### config.mk
export PLATFORM = sky130hd
export DESIGN_NAME = xchg_branch_seq
export DESIGN_NICKNAME = d
export VERILOG_FILES = /design/src/rtl/bxs_pkg.sv /design/src/rtl/bxs_ctrl.sv /design/src/rtl/bxs_datapath.sv /design/src/rtl/xchg_branch_seq.sv
export SDC_FILE = /design/constraint.sdc
export NUM_CORES = 1
export LEC_CHECK = 0
export BUFFER_PORTS_ARGS = -buffer_cell sky130_fd_sc_hd__clkbuf_2
export CORE_MARGIN = 2
export CORE_UTILIZATION = 34
export CTS_BUF_LIST = sky130_fd_sc_hd__clkbuf_16
export CTS_CLUSTER_DIAMETER = 60
export DETAILED_ROUTE_END_ITERATION = 16
export SYNTH_ARGS = -nofsm -noshare
export SYNTH_HDL_FRONTEND = slang
export SYNTH_SLANG_ARGS = --single-unit
export TNS_END_PERCENT = 20
### constraint.sdc
create_clock -name clk -period 2.92 [get_ports clk]
set_clock_uncertainty 0.15 [all_clocks]
set_input_delay 0.292 -clock clk [delete_from_list [all_inputs] [get_ports clk]]
set_output_delay 0.292 -clock clk [all_outputs]
set_load 0.01 [all_outputs]
### src/rtl/bxs_pkg.sv
package bxs_pkg;
  typedef enum logic [1:0] {PH_IDLE, PH_PREF, PH_TGT, PH_FILL} phase_e;

  typedef struct packed {
    logic capture;
    logic prefetch;
    logic target;
    logic refill;
    logic commit;
  } strobe_t;

  localparam logic [1:0] SIZE_HALF = 2'd1;
  localparam logic [1:0] SIZE_WORD = 2'd2;
endpackage

### src/rtl/bxs_ctrl.sv
module bxs_ctrl
  import bxs_pkg::*;
(
  input  logic    clk,
  input  logic    rst_n,
  input  logic    start,
  output strobe_t strobes
);
  phase_e phase, phaseNext;

  always_comb begin
    phaseNext = phase;
    unique case (phase)
      PH_IDLE: if (start) phaseNext = PH_PREF;
      PH_PREF: phaseNext = PH_TGT;
      PH_TGT:  phaseNext = PH_FILL;
      PH_FILL: phaseNext = PH_IDLE;
      default: phaseNext = PH_IDLE;
    endcase
  end

  always_ff @(posedge clk or negedge rst_n) begin
    if (!rst_n) phase <= PH_IDLE;
    else        phase <= phaseNext;
  end

  always_comb begin
    strobes.capture  = (phase == PH_IDLE) && start;
    strobes.prefetch = (phase == PH_PREF);
    strobes.target   = (phase == PH_TGT);
    strobes.refill   = (phase == PH_FILL);
    strobes.commit   = (phase == PH_PREF);
  end

  assert_pref_to_tgt_R1: assert property (@(posedge clk) disable iff (!rst_n)
    strobes.prefetch |=> strobes.target);
  assert_tgt_to_fill_R1: assert property (@(posedge clk) disable iff (!rst_n)
    strobes.target |=> strobes.refill);
  assert_fill_to_idle_R1: assert property (@(posedge clk) disable iff (!rst_n)
    strobes.refill |=> !(strobes.prefetch || strobes.target || strobes.refill));
  assert_one_phase_R1: assert property (@(posedge clk) disable iff (!rst_n)
    $onehot0({strobes.prefetch, strobes.target, strobes.refill}));
endmodule

### src/rtl/bxs_datapath.sv
module bxs_datapath
  import bxs_pkg::*;
#(
  parameter int ADDR_W = 32
) (
  input  logic              clk,
  input  logic              rst_n,
  input  strobe_t           strobes,
  input  logic [ADDR_W-1:0] curPc,
  input  logic              curState,
  input  logic [ADDR_W-1:0] srcReg,
  output logic [ADDR_W-1:0] busAddr,
  output logic [1:0]        accessSize,
  output logic              busWrite,
  output logic              memReqN,
  output logic              seqCycle,
  output logic              opFetchN,
  output logic              stateBit
);
  localparam logic [ADDR_W-1:0] STEP_WORD = ADDR_W'(4);
  localparam logic [ADDR_W-1:0] STEP_HALF = ADDR_W'(2);

  logic [ADDR_W-1:0] pcReg, tgtReg, stepNow;
  logic              newBit, stateReg, active;

  always_ff @(posedge clk or negedge rst_n) begin
    if (!rst_n) begin
      pcReg    <= '0;
      tgtReg   <= '0;
      newBit   <= 1'b0;
      stateReg <= 1'b0;
    end else if (strobes.capture) begin
      pcReg    <= curPc;
      tgtReg   <= {srcReg[ADDR_W-1:1], 1'b0};
      newBit   <= srcReg[0];
      stateReg <= curState;
    end else if (strobes.commit) begin
      stateReg <= newBit;
    end
  end

  assign stepNow = stateReg ? STEP_HALF : STEP_WORD;
  assign active  = strobes.prefetch | strobes.target | strobes.refill;

  always_comb begin
    busAddr = '0;
    if (strobes.prefetch)    busAddr = pcReg + (stepNow << 1);
    else if (strobes.target) busAddr = tgtReg;
    else if (strobes.refill) busAddr = tgtReg + stepNow;
  end

  assign accessSize = stateReg ? SIZE_HALF : SIZE_WORD;
  assign busWrite   = 1'b0;
  assign memReqN    = ~active;
  assign opFetchN   = ~active;
  assign seqCycle   = strobes.target | strobes.refill;
  assign stateBit   = stateReg;

  assert_refill_step_R5: assert property (@(posedge clk) disable iff (!rst_n)
    strobes.refill |-> (busAddr - $past(busAddr)) == (stateBit ? STEP_HALF : STEP_WORD));
  assert_state_stable_R5: assert property (@(posedge clk) disable iff (!rst_n)
    strobes.refill |-> $stable(stateBit));
  assert_target_even_R4: assert property (@(posedge clk) disable iff (!rst_n)
    strobes.target |-> busAddr[0] == 1'b0);
  assert_idle_hold_R7: assert property (@(posedge clk) disable iff (!rst_n)
    (memReqN && $past(memReqN) && !$past(strobes.capture)) |-> $stable(stateBit));
  assert_read_only_R6: assert property (@(posedge clk) disable iff (!rst_n)
    !memReqN |-> (!busWrite && !opFetchN));
  assert_size_match_R3: assert property (@(posedge clk) disable iff (!rst_n)
    !memReqN |-> accessSize == (stateBit ? 2'd1 : 2'd2));
endmodule

### src/rtl/xchg_branch_seq.sv
module xchg_branch_seq
  import bxs_pkg::*;
#(
  parameter int ADDR_W = 32
) (
  input  logic              clk,
  input  logic              rst_n,
  input  logic              start,
  input  logic [ADDR_W-1:0] curPc,
  input  logic              curState,
  input  logic [ADDR_W-1:0] srcReg,
  output logic [ADDR_W-1:0] busAddr,
  output logic [1:0]        accessSize,
  output logic              busWrite,
  output logic              memReqN,
  output logic              seqCycle,
  output logic              opFetchN,
  output logic              stateBit
);
  strobe_t strobes;

  bxs_ctrl u_ctrl (
    .clk     (clk),
    .rst_n   (rst_n),
    .start   (start),
    .strobes (strobes)
  );

  bxs_datapath #(.ADDR_W(ADDR_W)) u_dp (
    .clk        (clk),
    .rst_n      (rst_n),
    .strobes    (strobes),
    .curPc      (curPc),
    .curState   (curState),
    .srcReg     (srcReg),
    .busAddr    (busAddr),
    .accessSize (accessSize),
    .busWrite   (busWrite),
    .memReqN    (memReqN),
    .seqCycle   (seqCycle),
    .opFetchN   (opFetchN),
    .stateBit   (stateBit)
  );
endmodule

==> reports/qor.csv <==
metric,value,unit
status,"finished, violations left",
violated checks,setup timing,
Fin. Hold Viols,0,
largest net degree at the start of global routing,67,
Synth top area share,40.4,%
# diodes,0,
Skew-Pair Late Insertion Delay,320,ps
share of cells above drive strength 1,44.9,%
Tmin final,3010,ps
Least-Margin Pin Slew,792,ps
Worst Hold End,u_dp.pcReg[7],
clock tree buffer depth,2,
Final Wtd Congestion,0.896,
Avg WL per Cell,16.8,microns
DR vias/cell,5.15,
Clock Sinks,67,
total CTS buffers,9,
H-Tree Depth,3,
largest family of logic cells by synthesized area,multiplexers,
r2r endpoint,u_dp.tgtReg[12],
post-synthesis mux area share,18.2,%
critical setup path kind,reg -> out,
critical path arrival,2570,ps
max cap viols,0,
Simple-Gate Fraction of Synth Area,16.6,%
combinational share of power,50.0,%
"Clk pin slew, worst setup/hold paths",50,ps
xor-xnor portion of the synthesized cell area,11.6,%
Slew Limit Fails,0,
IO Port Bufs,105,
CORE AREA,12000,sq um
Die ar.,13100,sq um
row count,40,
antenna violations before repair,0,
r2r setup slk,1130,ps
Place WS,55.1,ps
switching share of power,41.9,%
register bit total from synthesis,67,
R2R cell count,5,
Synth Area in Compound Gates,6.34,%
final setup fails,14,
P_int,3.57,mW
Starting Density,34.7,%
Final Instance Area,5280,sq um
Cells after Synth,388,
sequential fraction of the synthesis area,40.4,%
HP Start,curPc[7],
# fillers,1147,
Synth Area in Adders,3.68,%
Post-DP Area,4880,sq um
routed wire length,10900,microns
Synth Cell Area,4150,sq um
synth warn,0,
Worst Hold Class,in -> reg,
die height,114,microns
Cell Pwr Density,1160,nW/um^2
maximum vdd drop,0.300,mV
Final period util,103,%
Detail Route Antenna Nets,0,
Max Freq,332,MHz
sequential power share,33.6,%
placed insts,631,
worst hold slack,45.8,ps
number of DRC markers in iteration 0,222,
IO Count,107,
RSZ-0062 raised after global routing,yes,
GRT Overall Usage,17.4,%
CTS tree,built,
CP Launch Type,register,
leakage power,2.28,nW
Setup TNS,-617,ps
Die Width,114,microns
total congestion overflow,0,
critical register-to-register path startpoint,u_ctrl.phase[0],
CP max FO,10,
nets,579,
Initial DRT Pass Iterations,5,
CP endpoint kind,output pin,
final std cells w/o fill,650,
HPWL Detailed,8270,microns
vias in the first global route,3301,
Area contributors post-synth,"dfrtp_1 40%, mux2_2 18%, xor2_1 8.5%",
synthesized area per cell,10.7,sq um
DR vias,3350,
global-route wire length before repair,17500,microns
Slew HR,47.2,%
synth unique cells,39,
CP required,2480,ps
Net Sw Power,2.58,mW
fin worst setup slack,-90.0,ps
Min-Delay Path Depth,2,
Clock Power Share,16.4,%
area delta synth->final,27.5,%
post-synth top area cell,dfrtp_1,
Root Driver,clkbuf_16,
syn nets,467,
drt drc,0,
## cell usage in the layout (no fill, tap or decap), types with 8 or more instances in the layout
master     synthesis  layout
buf_4              3      12
buf_2              1       9
o22ai_1           24      22
xnor2_1           15      13
nor2_1            14      10
clkbuf_2           0      96
dfrtp_1           67      67
nand2_1           24      23
clkbuf_16          0       9
ha_1               9       8
xor2_1            40      40
mux2_2            66      66
nand3_1           15      15
nand4_1           28      28
## registers in the layout, indices dropped and copies added, names as in the netlist
register,count
u_dp.tgtReg,31
u_dp.pcReg,32
u_ctrl.phase,2
u_dp.stateBit,1
u_dp.newBit,1
## power groups by stage
stage               clock network (mW)  registers (mW)  logic [mW]
finish                            1.01            2.06        3.07
floorplan                            0            1.86        2.03
global route                      1.07            2.15        3.35
global placement                     0            2.03        2.92
detailed placement                   0            2.04        2.96
CTS                               1.03            2.05        3.08
## kinds of logic after synthesis
family / count (synthesis)
buffers and inverters: 28
AOI/OAI and AO/OA: 41
muxes: 67
adders and majority gates: 11
other: 1
and+or+nand+nor: 118
xor gates and xnor gates: 55
DFF: 67
## Yosys cell counts, drive strengths merged
master and number:
dfrtp 67, mux2 66, xor2 40, nand4 29
o22ai 26, nand2 24, clkbuf 16, nand3 15
xnor2 15, nor2 14, ha 9, a21oi 7
and3 7, inv 7, nor3 7, and2 5
buf 5, and4 4, nor4 4, o21ai 4
fa 2, nor2b 2, nor3b 2, or2 2
a21boi 1, a22o 1, conb 1, mux2i 1
nand4bb 1, o21a 1, o311ai 1, or3 1
or4 1
## per-layer routing
| layer | GRT usage [%] | wire length [microns] | up-vias |
|---|---|---|---|
| met5 | 0 | 0 | - |
| met4 | 7.80 | 267 | 0 |
| met3 | 3.34 | 524 | 19 |
| met2 | 25.8 | 5000 | 90 |
| met1 | 24.6 | 5120 | 1612 |
| li1 | - | - | 1629 |
## what timing repair did
action,in CTS,in global routing
hold buffers,1,0
endpoints found under the hold margin,27,0
pin swaps,13,1
resized for setup,14,13
endpoints found under the setup margin,25,24
buffers inserted,4,0
## layout make-up
type / count / area, sq um / area share [%]
clock buffer: 9 / 225 / 4.26
clock inverter: 5 / 47.5 / 0.900
inverter: 7 / 26.3 / 0.497
multi-input combinational: 293 / 2440 / 46.1
sequential: 67 / 1680 / 31.7
tap: 147 / 184 / 3.48
timing repair buffer: 122 / 688 / 13.0
## through the flow
step	total power, mW	util (%)
floorplan	3.89	-
global placement	4.94	40.8
detailed placement	5.00	40.8
CTS	6.16	44.0
global route	6.58	44.2
finish	6.14	44.2
## worst max path at each step
| stage | startpoint | end | slack, ps | cells after the start |
|---|---|---|---|---|
| 6_report | u_dp.stateBit | busAddr[27] | -90 | 10 |
| 3_5_place_dp | u_dp.stateBit | busAddr[26] | 60 | 9 |
| 4_1_cts | u_dp.stateBit | busAddr[27] | -80 | 10 |
| 3_3_place_gp | u_dp.stateBit | busAddr[27] | 90 | 10 |
| 2_1_floorplan | u_dp.stateBit | busAddr[27] | 180 | 8 |
| 5_1_grt | u_dp.stateBit | busAddr[31] | -210 | 10 |
## critical path, stage by stage (launching register included)
cell and delay (ps):
dfrtp_1 390, ha_1 180, inv_1 60, fa_2 370
nand4bb_4 260, nor4_4 160, buf_6 170, nand4_1 110
xor2_1 190, o22ai_2 180, buf_2 160
Power figures use the tool's default switching activity.
